$ cat src/rtl/xbus_pkg.sv
`timescale 1ns/1ps
package xbus_pkg;
  localparam int ADDR_W = 16;
  localparam int DATA_W = 8;

  typedef enum logic [1:0] {
    ACC_FETCH = 2'd0,
    ACC_READ  = 2'd1,
    ACC_WRITE = 2'd2
  } acc_kind_e;

  // fixed phase landmarks (zero based: 0 is T1)
  localparam int PH_ALE_LAST  = 1;
  localparam int PH_ADR_LAST  = 2;
  localparam int PH_PSEN_FRST = 4;
  localparam int PH_STB_FRST  = 5;
  localparam int PH_WDAT_FRST = 4;

  typedef struct packed {
    acc_kind_e           kind;
    logic                internal;
    logic                use_dptr;
    logic [ADDR_W-1:0]   addr;
    logic [DATA_W-1:0]   wdata;
    logic [DATA_W-1:0]   p2;
  } xbus_req_t;
endpackage

$ cat src/rtl/xbus_phase_ctr.sv
`timescale 1ns/1ps
module xbus_phase_ctr #(
  parameter int PHASES = 12,
  parameter int PW     = $clog2(PHASES)
) (
  input  logic          clk_i,
  input  logic          rst_ni,
  input  logic          start_i,
  output logic          busy_o,
  output logic [PW-1:0] ph_o,
  output logic          last_o
);
  localparam logic [PW-1:0] LAST_PH = PW'(PHASES - 1);

  logic          busy_q, busy_d;
  logic [PW-1:0] ph_q, ph_d;
  logic          adv_en;

  assign last_o = busy_q && (ph_q == LAST_PH);
  assign adv_en = busy_q && !last_o;

  always_comb begin
    busy_d = busy_q;
    ph_d   = ph_q;
    if (start_i) begin
      busy_d = 1'b1;
      ph_d   = '0;
    end else if (last_o) begin
      busy_d = 1'b0;
    end else if (adv_en) begin
      ph_d = ph_q + 1'b1;
    end
  end

  always_ff @(posedge clk_i or negedge rst_ni) begin
    if (!rst_ni) begin
      busy_q <= 1'b0;
      ph_q   <= '0;
    end else begin
      busy_q <= busy_d;
      ph_q   <= ph_d;
    end
  end

  assign busy_o = busy_q;
  assign ph_o   = ph_q;
endmodule

$ cat src/rtl/xbus_src_sel.sv
`timescale 1ns/1ps
module xbus_src_sel
  import xbus_pkg::*;
#(
  parameter int ROM_BYTES = 4096
) (
  input  acc_kind_e         kind_i,
  input  logic [ADDR_W-1:0] addr_i,
  input  logic              ea_i,
  output logic              internal_o
);
  localparam logic [ADDR_W:0] ROM_LIMIT = (ADDR_W + 1)'(ROM_BYTES);

  logic below_limit;
  assign below_limit = ({1'b0, addr_i} < ROM_LIMIT);
  assign internal_o  = (kind_i == ACC_FETCH) && ea_i && below_limit;
endmodule

$ cat src/rtl/xbus_strobe_gen.sv
`timescale 1ns/1ps
module xbus_strobe_gen
  import xbus_pkg::*;
#(
  parameter int PHASES  = 12,
  parameter int PW      = $clog2(PHASES),
  parameter bit INT_ALE = 1'b1
) (
  input  logic          busy_i,
  input  logic [PW-1:0] ph_i,
  input  acc_kind_e     kind_i,
  input  logic          internal_i,
  output logic          ale_o,
  output logic          psen_no,
  output logic          rd_no,
  output logic          wr_no,
  output logic          addr_phase_o,
  output logic          wdata_phase_o,
  output logic          lo_oe_o,
  output logic          cap_o,
  output logic          rom_en_o,
  output logic          done_o
);
  localparam logic [PW-1:0] CAP_PH   = PW'(PHASES - 2);
  localparam logic [PW-1:0] LAST_PH  = PW'(PHASES - 1);
  localparam logic [PW-1:0] ALE_LAST = PW'(PH_ALE_LAST);
  localparam logic [PW-1:0] ADR_LAST = PW'(PH_ADR_LAST);
  localparam logic [PW-1:0] PSEN_FR  = PW'(PH_PSEN_FRST);
  localparam logic [PW-1:0] STB_FR   = PW'(PH_STB_FRST);
  localparam logic [PW-1:0] WDAT_FR  = PW'(PH_WDAT_FRST);

  logic ext_act;
  logic ale_gate;
  logic in_ale, in_adr, in_psen, in_stb, in_wdat;

  assign ext_act = busy_i && !internal_i;

  generate
    if (INT_ALE) begin : g_ale_always
      assign ale_gate = 1'b1;
    end else begin : g_ale_ext_only
      assign ale_gate = !internal_i;
    end
  endgenerate

  assign in_ale  = (ph_i <= ALE_LAST);
  assign in_adr  = (ph_i <= ADR_LAST);
  assign in_psen = (ph_i >= PSEN_FR) && (ph_i <= CAP_PH);
  assign in_stb  = (ph_i >= STB_FR) && (ph_i <= CAP_PH);
  assign in_wdat = (ph_i >= WDAT_FR);

  always_comb begin
    ale_o         = busy_i && in_ale && ale_gate;
    psen_no       = !(ext_act && (kind_i == ACC_FETCH) && in_psen);
    rd_no         = !(ext_act && (kind_i == ACC_READ) && in_stb);
    wr_no         = !(ext_act && (kind_i == ACC_WRITE) && in_stb);
    addr_phase_o  = ext_act && in_adr;
    wdata_phase_o = ext_act && (kind_i == ACC_WRITE) && in_wdat;
    lo_oe_o       = addr_phase_o || wdata_phase_o;
    cap_o         = busy_i && (kind_i != ACC_WRITE) && (ph_i == CAP_PH);
    rom_en_o      = busy_i && internal_i && (ph_i == CAP_PH);
    done_o        = busy_i && (ph_i == LAST_PH);
  end
endmodule

$ cat src/rtl/xbus_port_mux.sv
`timescale 1ns/1ps
module xbus_port_mux
  import xbus_pkg::*;
(
  input  logic              clk_i,
  input  logic              rst_ni,
  input  logic              busy_i,
  input  xbus_req_t         cur_i,
  input  logic [DATA_W-1:0] p2_live_i,
  input  logic              addr_phase_i,
  input  logic              wdata_phase_i,
  input  logic              cap_i,
  input  logic [DATA_W-1:0] rom_data_i,
  input  logic [DATA_W-1:0] lo_port_i,
  output logic [DATA_W-1:0] hi_port_o,
  output logic [DATA_W-1:0] lo_port_o,
  output logic [DATA_W-1:0] rdata_o
);
  logic              hi_from_addr;
  logic [DATA_W-1:0] rdata_q, rdata_d;
  logic              cap_en;

  assign hi_from_addr = busy_i && !cur_i.internal &&
                        ((cur_i.kind == ACC_FETCH) || cur_i.use_dptr);

  always_comb begin
    if (hi_from_addr)  hi_port_o = cur_i.addr[ADDR_W-1:ADDR_W-DATA_W];
    else if (busy_i)   hi_port_o = cur_i.p2;
    else               hi_port_o = p2_live_i;
  end

  always_comb begin
    if (addr_phase_i)       lo_port_o = cur_i.addr[DATA_W-1:0];
    else if (wdata_phase_i) lo_port_o = cur_i.wdata;
    else                    lo_port_o = '0;
  end

  assign cap_en  = cap_i;
  assign rdata_d = cur_i.internal ? rom_data_i : lo_port_i;

  always_ff @(posedge clk_i or negedge rst_ni) begin
    if (!rst_ni)     rdata_q <= '0;
    else if (cap_en) rdata_q <= rdata_d;
  end

  assign rdata_o = rdata_q;
endmodule

$ cat src/rtl/xbus_seq.sv
`timescale 1ns/1ps
module xbus_seq
  import xbus_pkg::*;
#(
  parameter int PHASES    = 12,
  parameter int ROM_BYTES = 4096,
  parameter bit INT_ALE   = 1'b1,
  parameter int RAW       = $clog2(ROM_BYTES)
) (
  input  logic              clk_i,
  input  logic              rst_ni,
  input  logic              req_i,
  input  logic [1:0]        kind_i,
  input  logic [ADDR_W-1:0] addr_i,
  input  logic [DATA_W-1:0] wdata_i,
  input  logic              use_dptr_i,
  input  logic [DATA_W-1:0] p2_latch_i,
  input  logic              ea_i,
  input  logic [DATA_W-1:0] rom_data_i,
  input  logic [DATA_W-1:0] lo_port_i,
  output logic              ale_o,
  output logic              psen_no,
  output logic              rd_no,
  output logic              wr_no,
  output logic [DATA_W-1:0] hi_port_o,
  output logic [DATA_W-1:0] lo_port_o,
  output logic              lo_oe_o,
  output logic              rom_en_o,
  output logic [RAW-1:0]    rom_addr_o,
  output logic [DATA_W-1:0] rdata_o,
  output logic              done_o
);
  localparam int PW = $clog2(PHASES);

  // reset: asserted asynchronously, released on the clock
  logic [1:0] rst_sync_q;
  logic       rst_n;
  always_ff @(posedge clk_i or negedge rst_ni) begin
    if (!rst_ni) rst_sync_q <= 2'b00;
    else         rst_sync_q <= {rst_sync_q[0], 1'b1};
  end
  assign rst_n = rst_sync_q[1];

  logic          busy, last, start;
  logic [PW-1:0] ph;
  acc_kind_e     kind_dec;
  logic          new_internal;
  xbus_req_t     cur_q, cur_d;
  logic          addr_phase, wdata_phase, cap;

  always_comb begin
    unique case (kind_i)
      2'd0:    kind_dec = ACC_FETCH;
      2'd2:    kind_dec = ACC_WRITE;
      default: kind_dec = ACC_READ;
    endcase
  end

  assign start = req_i && (!busy || last);

  xbus_src_sel #(.ROM_BYTES(ROM_BYTES)) u_src (
    .kind_i     (kind_dec),
    .addr_i     (addr_i),
    .ea_i       (ea_i),
    .internal_o (new_internal)
  );

  always_comb begin
    cur_d          = cur_q;
    cur_d.kind     = kind_dec;
    cur_d.internal = new_internal;
    cur_d.use_dptr = use_dptr_i;
    cur_d.addr     = addr_i;
    cur_d.wdata    = wdata_i;
    cur_d.p2       = p2_latch_i;
  end

  always_ff @(posedge clk_i or negedge rst_n) begin
    if (!rst_n)     cur_q <= '0;
    else if (start) cur_q <= cur_d;
  end

  xbus_phase_ctr #(.PHASES(PHASES), .PW(PW)) u_ctr (
    .clk_i   (clk_i),
    .rst_ni  (rst_n),
    .start_i (start),
    .busy_o  (busy),
    .ph_o    (ph),
    .last_o  (last)
  );

  xbus_strobe_gen #(.PHASES(PHASES), .PW(PW), .INT_ALE(INT_ALE)) u_stb (
    .busy_i        (busy),
    .ph_i          (ph),
    .kind_i        (cur_q.kind),
    .internal_i    (cur_q.internal),
    .ale_o         (ale_o),
    .psen_no       (psen_no),
    .rd_no         (rd_no),
    .wr_no         (wr_no),
    .addr_phase_o  (addr_phase),
    .wdata_phase_o (wdata_phase),
    .lo_oe_o       (lo_oe_o),
    .cap_o         (cap),
    .rom_en_o      (rom_en_o),
    .done_o        (done_o)
  );

  xbus_port_mux u_mux (
    .clk_i         (clk_i),
    .rst_ni        (rst_n),
    .busy_i        (busy),
    .cur_i         (cur_q),
    .p2_live_i     (p2_latch_i),
    .addr_phase_i  (addr_phase),
    .wdata_phase_i (wdata_phase),
    .cap_i         (cap),
    .rom_data_i    (rom_data_i),
    .lo_port_i     (lo_port_i),
    .hi_port_o     (hi_port_o),
    .lo_port_o     (lo_port_o),
    .rdata_o       (rdata_o)
  );

  assign rom_addr_o = cur_q.addr[RAW-1:0];
endmodule

$ cat config.mk
export PLATFORM = sky130hd
export DESIGN_NAME = xbus_seq
export DESIGN_NICKNAME = d
export VERILOG_FILES = /design/src/rtl/xbus_pkg.sv /design/src/rtl/xbus_phase_ctr.sv /design/src/rtl/xbus_src_sel.sv /design/src/rtl/xbus_strobe_gen.sv /design/src/rtl/xbus_port_mux.sv /design/src/rtl/xbus_seq.sv
export SDC_FILE = /design/constraint.sdc
export NUM_CORES = 1
export LEC_CHECK = 0
export BUFFER_PORTS_ARGS = -buffer_cell sky130_fd_sc_hd__clkbuf_2
export CAP_MARGIN = 5
export CORE_MARGIN = 2
export CORE_UTILIZATION = 54
export CTS_CLUSTER_DIAMETER = 120
export DETAILED_ROUTE_END_ITERATION = 16
export PLACE_DENSITY = 0.83
export SYNTH_ARGS = -nofsm -noshare
export SYNTH_HDL_FRONTEND = slang
export SYNTH_SLANG_ARGS = --single-unit
$ cat constraint.sdc
create_clock -name clk_i -period 2.7 [get_ports clk_i]
set_input_delay 0.405 -clock clk_i [delete_from_list [all_inputs] [get_ports clk_i]]
set_output_delay 0.405 -clock clk_i [all_outputs]
set_load 0.01 [all_outputs]
Word level (Yosys, flattened, before mapping):

Index checks and enable logic that the tools add are counted.
W data, S select, Z words.

* logic and storage cells: 72
* output and inout port bits: 43
* memory bits (read-only): 0
* memories kept: 0
* latch bits: 0
* register bits after elaboration: 51
* bits in writable memories: 0
* bits of input ports: 55

* multiply operators: 0
* bitwise operators: 0
* shift operators: 0
* $add $sub $neg: 1
* reduce and logical (&&, ||, !) cells: 37
* magnitude comparators: 6
* equality and inequality tests: 7
* divide/modulo/power cells: 0
* mux-type cells: 11

Operator list (count)
* $mux W8: 5
* $logic_and A1 B1 Y1: 22
* $lt A16 B13 Y1 const B: 1
* $mux W4: 3
* $eq A4 B4 Y1 const B: 2
* $ge A4 B3 Y1 const B: 2
* $logic_not A1 Y1: 6
* $logic_not A2 Y1: 3
* $add A4 B1 Y4 const B: 1
* $eq A2 B2 Y1 const B: 2
* $le A4 B1 Y1 const B: 1
* $le A4 B2 Y1 const B: 1
* $le A4 B4 Y1 const B: 1
* $pmux W2 S2: 1
* $reduce_bool A2 Y1: 2
* $logic_or A1 B1 Y1: 3
* $eq A2 B1 Y1 const B: 1
* $mux W1: 2
* $ne A2 B1 Y1 const B: 1
* $ne A2 B2 Y1 const B: 1
* $reduce_and A2 Y1: 1

Depth between registers and ports, before layout:

Gate-level depths: netlist of the first run.

* depth in word-level cells: 7
* mapped depth: 6
* gate-level depth less buffers: 5

Cells and area by module:

A second synthesis of the first run with hierarchy kept.

* cell total of the unflattened synthesis: 214
* area total of the unflattened synthesis: 2753.9 um2

By module, submodules not included
* xbus_seq: area an instance 1604.0 um2, sequential area each 950.9 um2, cells each 95, instances 1
* xbus_port_mux: area an instance 715.7 um2, sequential area each 200.2 um2, cells each 69, instances 1
* xbus_phase_ctr: area an instance 267.8 um2, sequential area each 125.1 um2, cells each 24, instances 1
* xbus_strobe_gen: area an instance 143.9 um2, sequential area each 0.0 um2, cells each 24, instances 1
* xbus_src_sel: area an instance 22.5 um2, sequential area each 0.0 um2, cells each 2, instances 1

Worst setup path after synthesis of the first run:

OpenSTA, ideal clock, no wires.

* kind: register -> output
* start: register u_ctr.ph_q[2] (netlist: u_ctr.ph_o[2])
* end: output port lo_port_o[0]
* required time: 2.295 ns
* data arrival time: 1.287 ns
* cell stages (with the launch flop): 4
* path slack: 1.008 ns
* cell sequence: dfrtp_1 nand2b_4 a2111oi_4 a22o_1

* cells in the longest elaborated chain, start to end: 4

Ends and longest elaborated chain
* start: declaration: RTL line xbus_phase_ctr.sv:16 `logic [PW-1:0] ph_q, ph_d;`
* start signal: assignment: RTL line xbus_phase_ctr.sv:41 `ph_q <= ph_d;`
* $ge A4 B3 Y1: RTL line xbus_strobe_gen.sv:50 `assign in_wdat = (ph_i >= WDAT_FR);`
* $logic_and A1 B1 Y1: RTL line xbus_strobe_gen.sv:58 `wdata_phase_o = ext_act && (kind_i == ACC_WRITE) && in_wdat;`
* $mux W8: RTL line xbus_port_mux.sv:34 `else if (wdata_phase_i) lo_port_o = cur_i.wdata;`
* $mux W8 *: RTL line xbus_port_mux.sv:33 `if (addr_phase_i) lo_port_o = cur_i.addr[DATA_W-1:0];`
* end: declaration: RTL line xbus_seq.sv:26 `output logic [DATA_W-1:0] lo_port_o,`

Every way passes the cells marked *; elsewhere a longest branch is shown, timed or not.

Worst setup path in the final report of the first run:

* start: register cur_q[33] (netlist name)
* end: output port lo_port_o[5]

* cells in the longest elaborated chain, start to end: 6

Ends and longest elaborated chain
* start: declaration: RTL line xbus_seq.sv:48 `xbus_req_t cur_q, cur_d;`
* start signal: assignment: RTL line xbus_seq.sv:80 `else if (start) cur_q <= cur_d;`
* $logic_not A1 Y1 *: RTL line xbus_strobe_gen.sv:36 `assign ext_act = busy_i && !internal_i;`
* $logic_and A1 B1 Y1 *: RTL line xbus_strobe_gen.sv:36
* $logic_and A1 B1 Y1 (2 in series): RTL line xbus_strobe_gen.sv:58
* $mux W8: RTL line xbus_port_mux.sv:34
* $mux W8 *: RTL line xbus_port_mux.sv:33

Marked as above.

==> results.md, run 1 <==
Clocking:
- After clock tree synthesis, the setup repair step added 0 buffers.
- The number of levels the H-tree was split into is 2.
- At the later pin of the worst-skew pair, clock insertion delay measures 0.31 ns.
- TritonCTS built the clock tree.
- After clock tree synthesis, the clock-pin slew on the worst setup and hold paths is 0.10 ns.
- The largest buffer count on any clock path is 2.
- Clock tree synthesis selected as its root buffer the cell clkbuf_8.
- The clock sink count is 51.
- The TritonCTS buffer count is 5.

Worst hold path:
- The worst hold path belongs to the class in2reg.

Power:
- The leakage power summed over all cells is 0.001627 uW.
- In this run the power spent charging and discharging nets is 1388 uW.
- The cell area power density is 1184 mW/mm^2.
- The clock share of power is 0.134.
- The peak ir drop on the vdd network is 0.5342 mV.
- The part of the total power dissipated in sequential elements is 0.370.
- The total power is 3939 uW.
- Of the total power, the share spent switching nets is 0.3523.
- The internal power contribution is 2551 uW.
- Of the total power, combinational logic draws 0.496.

Final layout:
- The share of layout cells above drive strength 1 is 0.6481.
- 0 antenna diodes ended up in the layout.
- The net count of the finished layout is 345.
- Excluding fillers, the count of instances in the completed layout stands at 357.
- The final instance area is 0.003326 mm^2.
- Compared with the post-synthesis result, the final layout area differs by 19.68%.

Logic synthesis:
- Of the post-synthesis cell area, the dominant cell type holds 0.4593.
- The number of standard cells after synthesis is 199.
- The async set-reset flop share out of synthesis is 1.000.
- The library cell with the largest summed area after synthesis is dfrtp_1.
- The number of different library cells in the post-synthesis netlist is 34.
- The synthesis warning total is 0.
- Yosys instantiated no cell more often than dfrtp_1.
- By area the synthesized netlist is led by dfrtp_1 (46%), mux2_2 (16%), mux2_4 (15%).
- The main flop type after synthesis is dfrtp_1.
- Each instance of the synthesized netlist takes up on average 13.96 um^2.
- The number of nets in the synthesized netlist is 258.
- The count of flip-flops with a built-in enable after synthesis is 0.
- In this run the cell area of the synthesized design comes to 0.002779 mm^2.
- The commonest cells after synthesis are dfrtp_1 (51), mux2_2 (40), mux2_4 (28), buf_4 (14), a22o_1 (8).
- The share of the Yosys chip area taken by registers is 0.4593.
- The register bit total from synthesis is 51.

Timing:
- The final-report max-slew violation count is 0.
- Across the routed clock network, the largest skew measured is 0.01252 ns.
- The maximum clock frequency is 405.7 MHz.
- The count of endpoints failing setup in the final report is 0.
- The clock period minus worst slack is 2.465 ns.
- For the pin with the worst max-slew slack, the measured transition is 1.056 ns.
- The total negative setup slack is 0 ns.
- Setup repair after global routing left no endpoint under its margin.
- The hold violation total from the final report is 0.
- Measured against its own limit, the worst slew margin works out to 0.2963.
- After layout, the worst setup slack is 0.2348 ns.
- In the finished design, the share of the clock period the worst path needs comes to 0.9130.

Drt:
- Dividing the detail-routed wire length by the instance count gives 14.68 um.
- The detailed router placed 1822 vias in this run.
- Once detail routing completed, the nets flagged for antenna violations numbered 0.
- The wire length after detailed routing is 5.241 mm.
- In the routed layout, each cell is associated on average with a via count of 5.104.
- The DRC violations left is 0.
- The violation count after the first detailed-route iteration is 60.
- The first-pass detailed-route iteration total is 4.

Global route:
- The via count of the first global-routing pass is 1812.
- The met1 usage in global routing is 0.2379.
- The total global routing overflow is 0.
- The pin count of the biggest net entering global routing is 50.
- For met2 alone, demand over resource in global routing was 0.3304.
- In the global route stage, met3 resource usage came out at 0.03439.
- The global-route wire length before repair is 8.197 mm.
- The global-route layer with the greatest usage is met2.
- The initial antenna violation count is 0.
- The overall fraction of global-route tracks in use is 0.1902.

Place:
- Once placement completed, the tool counted placed cells totaling 348.
- The half-perimeter wire length after placement is 3.905 mm.
- Prior to clock tree synthesis, the placed netlist has a worst setup slack of 0.5237 ns.
- In this run the tool buffered the top-level ports with 97 buffer cells.
- The routability congestion estimate is 0.8258.
- The placed instances occupy a cell area of 0.003203 mm^2.

Die:
- Row generation in the floorplan step produced 26 rows.
- Measured along the x axis, the die boundary spans 75.74 um.
- The effective utilization at floorplan is 0.5511.
- The area of the core is 0.005042 mm^2.
- The boundary pin count is 98.
- The floorplan step defined a die boundary enclosing 0.005736 mm^2.
- Measured along the y axis, the die boundary spans 75.74 um.

Critical path:
- The worst setup path is launched from a flop.
- The data required time at the worst endpoint is 2.30 ns.
- In this run the worst path has a maximum fanout of 11.
- The critical path in this run is classified as reg2out.
- The capturing element type of the critical path is a primary output.
- Data arrives at the worst endpoint at 2.06 ns.

Outcome:
- The run finished with clean final reports.

Run:
- Across the run, the number of max-cap violations was 0.
-- worst max-delay path: stages (launching register included) --
cell      delay [ns]
dfrtp_1         0.55
nand2b_1        0.26
nor3b_2         0.59
a22o_1          0.23
clkbuf_2        0.13
-- registers in the layout (all words and copies together), names as in the netlist --
name,flops
u_mux.rdata_o,8
u_ctr.ph_o,4
u_ctr.busy_o,1
rst_sync_q,2
cur_q,24
rom_addr_o,12
-- final timing paths --
check                         startpoint               end  slack, ns  depth (start not counted)
min                           addr_i[10]    rom_addr_o[10]       0.32                          2
max reg2reg                u_ctr.ph_o[0]         cur_q[34]       0.80                          5
max                            cur_q[33]      lo_port_o[5]       0.23                          4
min in group asynchronous         rst_ni     rst_sync_q[1]       0.42                          2
max in group asynchronous  rst_sync_q[1]  u_mux.rdata_o[2]       1.58                          0
min reg2reg                rst_sync_q[0]     rst_sync_q[1]       0.36                          0
-- placed cells by master, fill, tap and decap left out, drive strengths merged, types with 2 or more instances in the layout --
cell type	n
a22o	8
buf	2
clkinv	2
nand2b	4
nand3	2
nand2	6
nor2	5
mux2i	3
nor2b	4
ha	4
dfrtp	51
nor3	4
mux2	68
inv	3
or2	2
nand3b	2
o21ai	3
clkbuf	102
-- cell families (layout without fill, tap and decap cells) --
family | Yosys count | count (layout) | share of synthesized area
and+or+nand+nor | 34 | 34 | 0.07564
AOI/OAI and AO/OA | 15 | 15 | 0.05088
buffers and inverters | 23 | 111 | 0.07069
DFF | 51 | 51 | 0.4593
other | 1 | 1 | 0.001349
muxes | 71 | 71 | 0.3242
adders and majority gates | 4 | 4 | 0.01801
-- routing by layer --
layer / wire [um] / vias to the layer above
met5: 0 / -
met4: 58 / 0
met3: 281 / 5
met2: 2603 / 64
met1: 2297 / 889
li1: - / 864
-- final cells by class --
class                      count  area (um^2)
inverter                       3        11.26
clock inverter                 3        43.79
timing repair buffer         100        523.0
clock buffer                   5        68.82
multi-input combinational    125         1314
sequential                    51         1277
fill                         401         1717
tap                           70        87.58
-- per-stage QoR --
stage / utilization / hold slack (ns)
after global routing: 0.6596 / 0.3198
after detailed placement: 0.6352 / 0.1975
after global placement: 0.6352 / 0.1948
final: 0.6596 / 0.3198
after floorplan: - / 0.1094
after CTS: 0.6596 / 0.3111
-- power by group through the flow --
stage | Sequential [uW] | Combinational, uW | Clock [uW]
floorplan | 1380 | 1580 | 0
global placement | 1440 | 1930 | 0
detailed placement | 1470 | 1980 | 0
CTS | 1460 | 1990 | 547
global route | 1520 | 2140 | 569
finish | 1460 | 1950 | 529
-- repair_timing --
| action | 4_1_cts | 5_1_grt |
|---|---|---|
| hold buffers | 1 | 0 |
| gates resized for setup | 0 | 0 |
| endpoints found under the hold margin | 2 | 0 |
Note: power is estimated with default switching activity, not from simulation.
==> inputs of run 2 (changes only) <==
- BUFFER_PORTS_ARGS: -buffer_cell sky130_fd_sc_hd__clkbuf_2 -> not set
- CORE_UTILIZATION: 54 -> 60
- DONT_BUFFER_PORTS: not set -> 1
- PLACE_DENSITY: 0.83 -> 0.73
==> results.md, run 2 (synthesized netlist as in run 1, its figures left out) <==
Global route:
- The initial antenna violation count was 0 (unchanged).
- The overall fraction of global-route tracks in use was 0.2116 (+0.02136).
- The global-route wire length before repair is 8.335 mm (+1.7%).
- The total global routing overflow is 0 (unchanged).
- The via count of the first global-routing pass is 1605 (-11%).
- The pin count of the biggest net entering global routing is 50 (unchanged).

Clocking:
- The clock-pin slew reported for the worst setup and hold paths after clock tree synthesis is 0.08 ns (-0.02 ns).
- The number of levels the H-tree was split into is 2 (unchanged).
- The TritonCTS buffer count is 5 (unchanged).
- The post-CTS setup repair buffer count came to 0 (unchanged).
- The hold buffer count at CTS was 1 (unchanged).
- Clock tree synthesis selected as its root buffer the cell clkbuf_8.
- The largest buffer count on any clock path is 2 (unchanged).
- The CTS tree is built.
- The clock sink count is 51 (unchanged).
- The number of instances resized during post-cts repair is 0 (unchanged).
- The clock latency at the later pin of the worst-skew pair is 0.30 ns (about the same).

Timing:
- The least setup slack across all paths after layout is 0.2421 ns (+0.007323 ns).
- The final-report max-slew violation count came to 0 (unchanged).
- The total negative setup slack is 0 ns (unchanged).
- The clock period minus worst slack was 2.458 ns (-0.007323 ns).
- The worst relative slew slack is 0.3073 (+0.01100).
- The part of the cycle the worst path needs is 0.9103 (-0.002712).
- The hold violation total from the final report is 0 (unchanged).
- The count of endpoints failing setup in the final report is 0 (unchanged).
- The worst clock skew is 0.005303 ns (-0.007215 ns).
- The final hold slack came to 0.2277 ns (-0.09208 ns).
- The maximum clock frequency is 406.9 MHz (+0.30%).
- Setup repair after global routing left no endpoint under its margin.
- The pin slew with the least headroom to its limit is 1.039 ns (-0.01651 ns).

Final layout:
- Compared with the post-synthesis result, the final layout area differs by 0.9905%.
- The area taken by multi-input logic gates is 0.001314 mm^2 (unchanged).
- The count of placed standard cells in the final layout, fillers left out is 243 (-32%).
- In the layout the commonest cells are dfrtp_1 (50), mux2_2 (40), mux2_4 (28).
- The number of inserted filler cells in the final layout is 333 (-17%).
- The net count of the finished layout is 249 (-28%).
- The number of flip-flops in the largest register was 24 (unchanged).
- The share of layout cells above drive strength 1 is 0.4607 (-0.1874).
- The sequential cell area came to 0.001277 mm^2 (unchanged).
- The most frequent standard cell in the layout excluding fill and tap cells is dfrtp_1.
- The register with the most flip-flops in the final layout is cur_q.
- The final antenna diode count is 0 (unchanged).

Critical path:
- The worst stage delay on the critical path is 0.63 ns (+0.04 ns).
- The data required time at the worst endpoint is 2.30 ns (about the same).
- On the critical path, the stage with the largest delay is an instance of nor3b_2.
- The kind of cell with the highest combined delay along the critical path is simple AND/OR/NAND/NOR gates.
- Walking the worst path, the cells encountered are nand2b_1, nor3b_2, a22o_1.
- The number of buffer and inverter stages on the critical path is 0 (-1).
- The worst setup path is launched from a flop.
- The kind of critical path is reg2out.
- The arrival time at the worst endpoint is 2.05 ns (about the same).
- STA classifies the critical path endpoint as a primary output.
- The maximum net fanout on the critical path is 11 (unchanged).

Place:
- The post-placement worst setup slack is 0.5736 ns (+0.04987 ns).
- The number of instances in the placed design is 234 (-33%).
- The half-perimeter wire length after placement was 3.824 mm (-2.1%).
- The number of buffers inserted by port buffering is 0 (-100%).
- The routability congestion estimate is 0.7869 (-4.7%).

Outcome:
- The run finished with clean final reports.

Die:
- The area of the core is 0.004414 mm^2 (-12%).
- The height of the chip came to 72.06 um (-4.9%).
- The effective utilization at floorplan was 0.6295 (+0.07842).
- The placement row count was 24 (-7.7%).
- The die width is 72.06 um (-4.9%).
- The total die area is 0.005192 mm^2 (-9.5%).
- The boundary pin count is 98 (unchanged).

Drt:
- The DRC violations left came to 0 (unchanged).
- The wire length after detailed routing is 5.208 mm (-0.63%).
- The violation count after the first detailed-route iteration was 109 (+82%).
- The first-pass detailed-route iteration total is 6 (+2).
- The vias per cell came to 6.148 (+20%).
- The number of antenna-violating nets in the routed design came to 0 (unchanged).
- The wire length per cell is 21.43 um (+46%).
- The via count is 1494 (-18%).

Power:
- The leakage power summed over all cells is 0.001217 uW (-25%).
- The total power was 3578 uW (-9.2%).
- The peak ir drop on the vdd network is 0.5238 mV (-2.0%).
- The cell area power density is 1275 mW/mm^2 (+7.6%).

Worst hold path:
- The path class of the lowest-slack min-delay path is in2reg.

Run:
- The max-capacitance violation count is 0 (unchanged).
run 2: worst register-to-register path, cell delays in order (launching register included):
cell and delay, ns:
dfrtp_1 0.51, ha_1 0.25, nand3b_1 0.15, a21boi_4 0.20, buf_4 0.35, mux2_2 0.39
run 2: path summary, 6_finish.rpt:
| path | startpoint | depth (start not counted) | slack [ns] | to |
|---|---|---|---|---|
| max | cur_q[33] | 3 | 0.24 | lo_port_o[2] |
| min | req_i | 1 | 0.23 | u_ctr.busy_o |
| max reg2reg | u_ctr.ph_o[0] | 5 | 0.74 | cur_q[31] |
| min reg2reg | rst_sync_q[0] | 0 | 0.36 | rst_sync_q[1] |
| max in group asynchronous | rst_sync_q[1] | 0 | 1.59 | cur_q[0] |
| min in group asynchronous | rst_ni | 1 | 0.32 | rst_sync_q[1] |
run 2: power breakdown:
part	leakage, uW	switching (uW)	internal [uW]
registers	0.000605	421	1130
logic	0.000559	637	874
clock network	0.0000524	239	277
run 2: routing by layer:
layer / up-vias / GRT usage / part of all wire
met4: 0 / 0.06289 / 0.011
li1: 673 / - / -
met2: 68 / 0.3436 / 0.49
met1: 748 / 0.2662 / 0.41
met3: 5 / 0.07917 / 0.088
met5: - / 0 / 0
run 2: metrics by stage:
step	util	cell area, um^2
finish	0.6358	2806
global route	0.6358	2806
CTS	0.6358	2806
detailed placement	0.6094	2690
global placement	0.6094	2690
floorplan	-	2779
run 2: layout make-up:
class | instances | share of cell area
Multi-Input combinational cell | 125 | 0.4681
Sequential cell | 51 | 0.4552
Clock buffer | 7 | 0.02720
Tap cell | 52 | 0.02318
Timing Repair Buffer | 4 | 0.01159
Clock inverter | 1 | 0.01070
Inverter | 3 | 0.004012
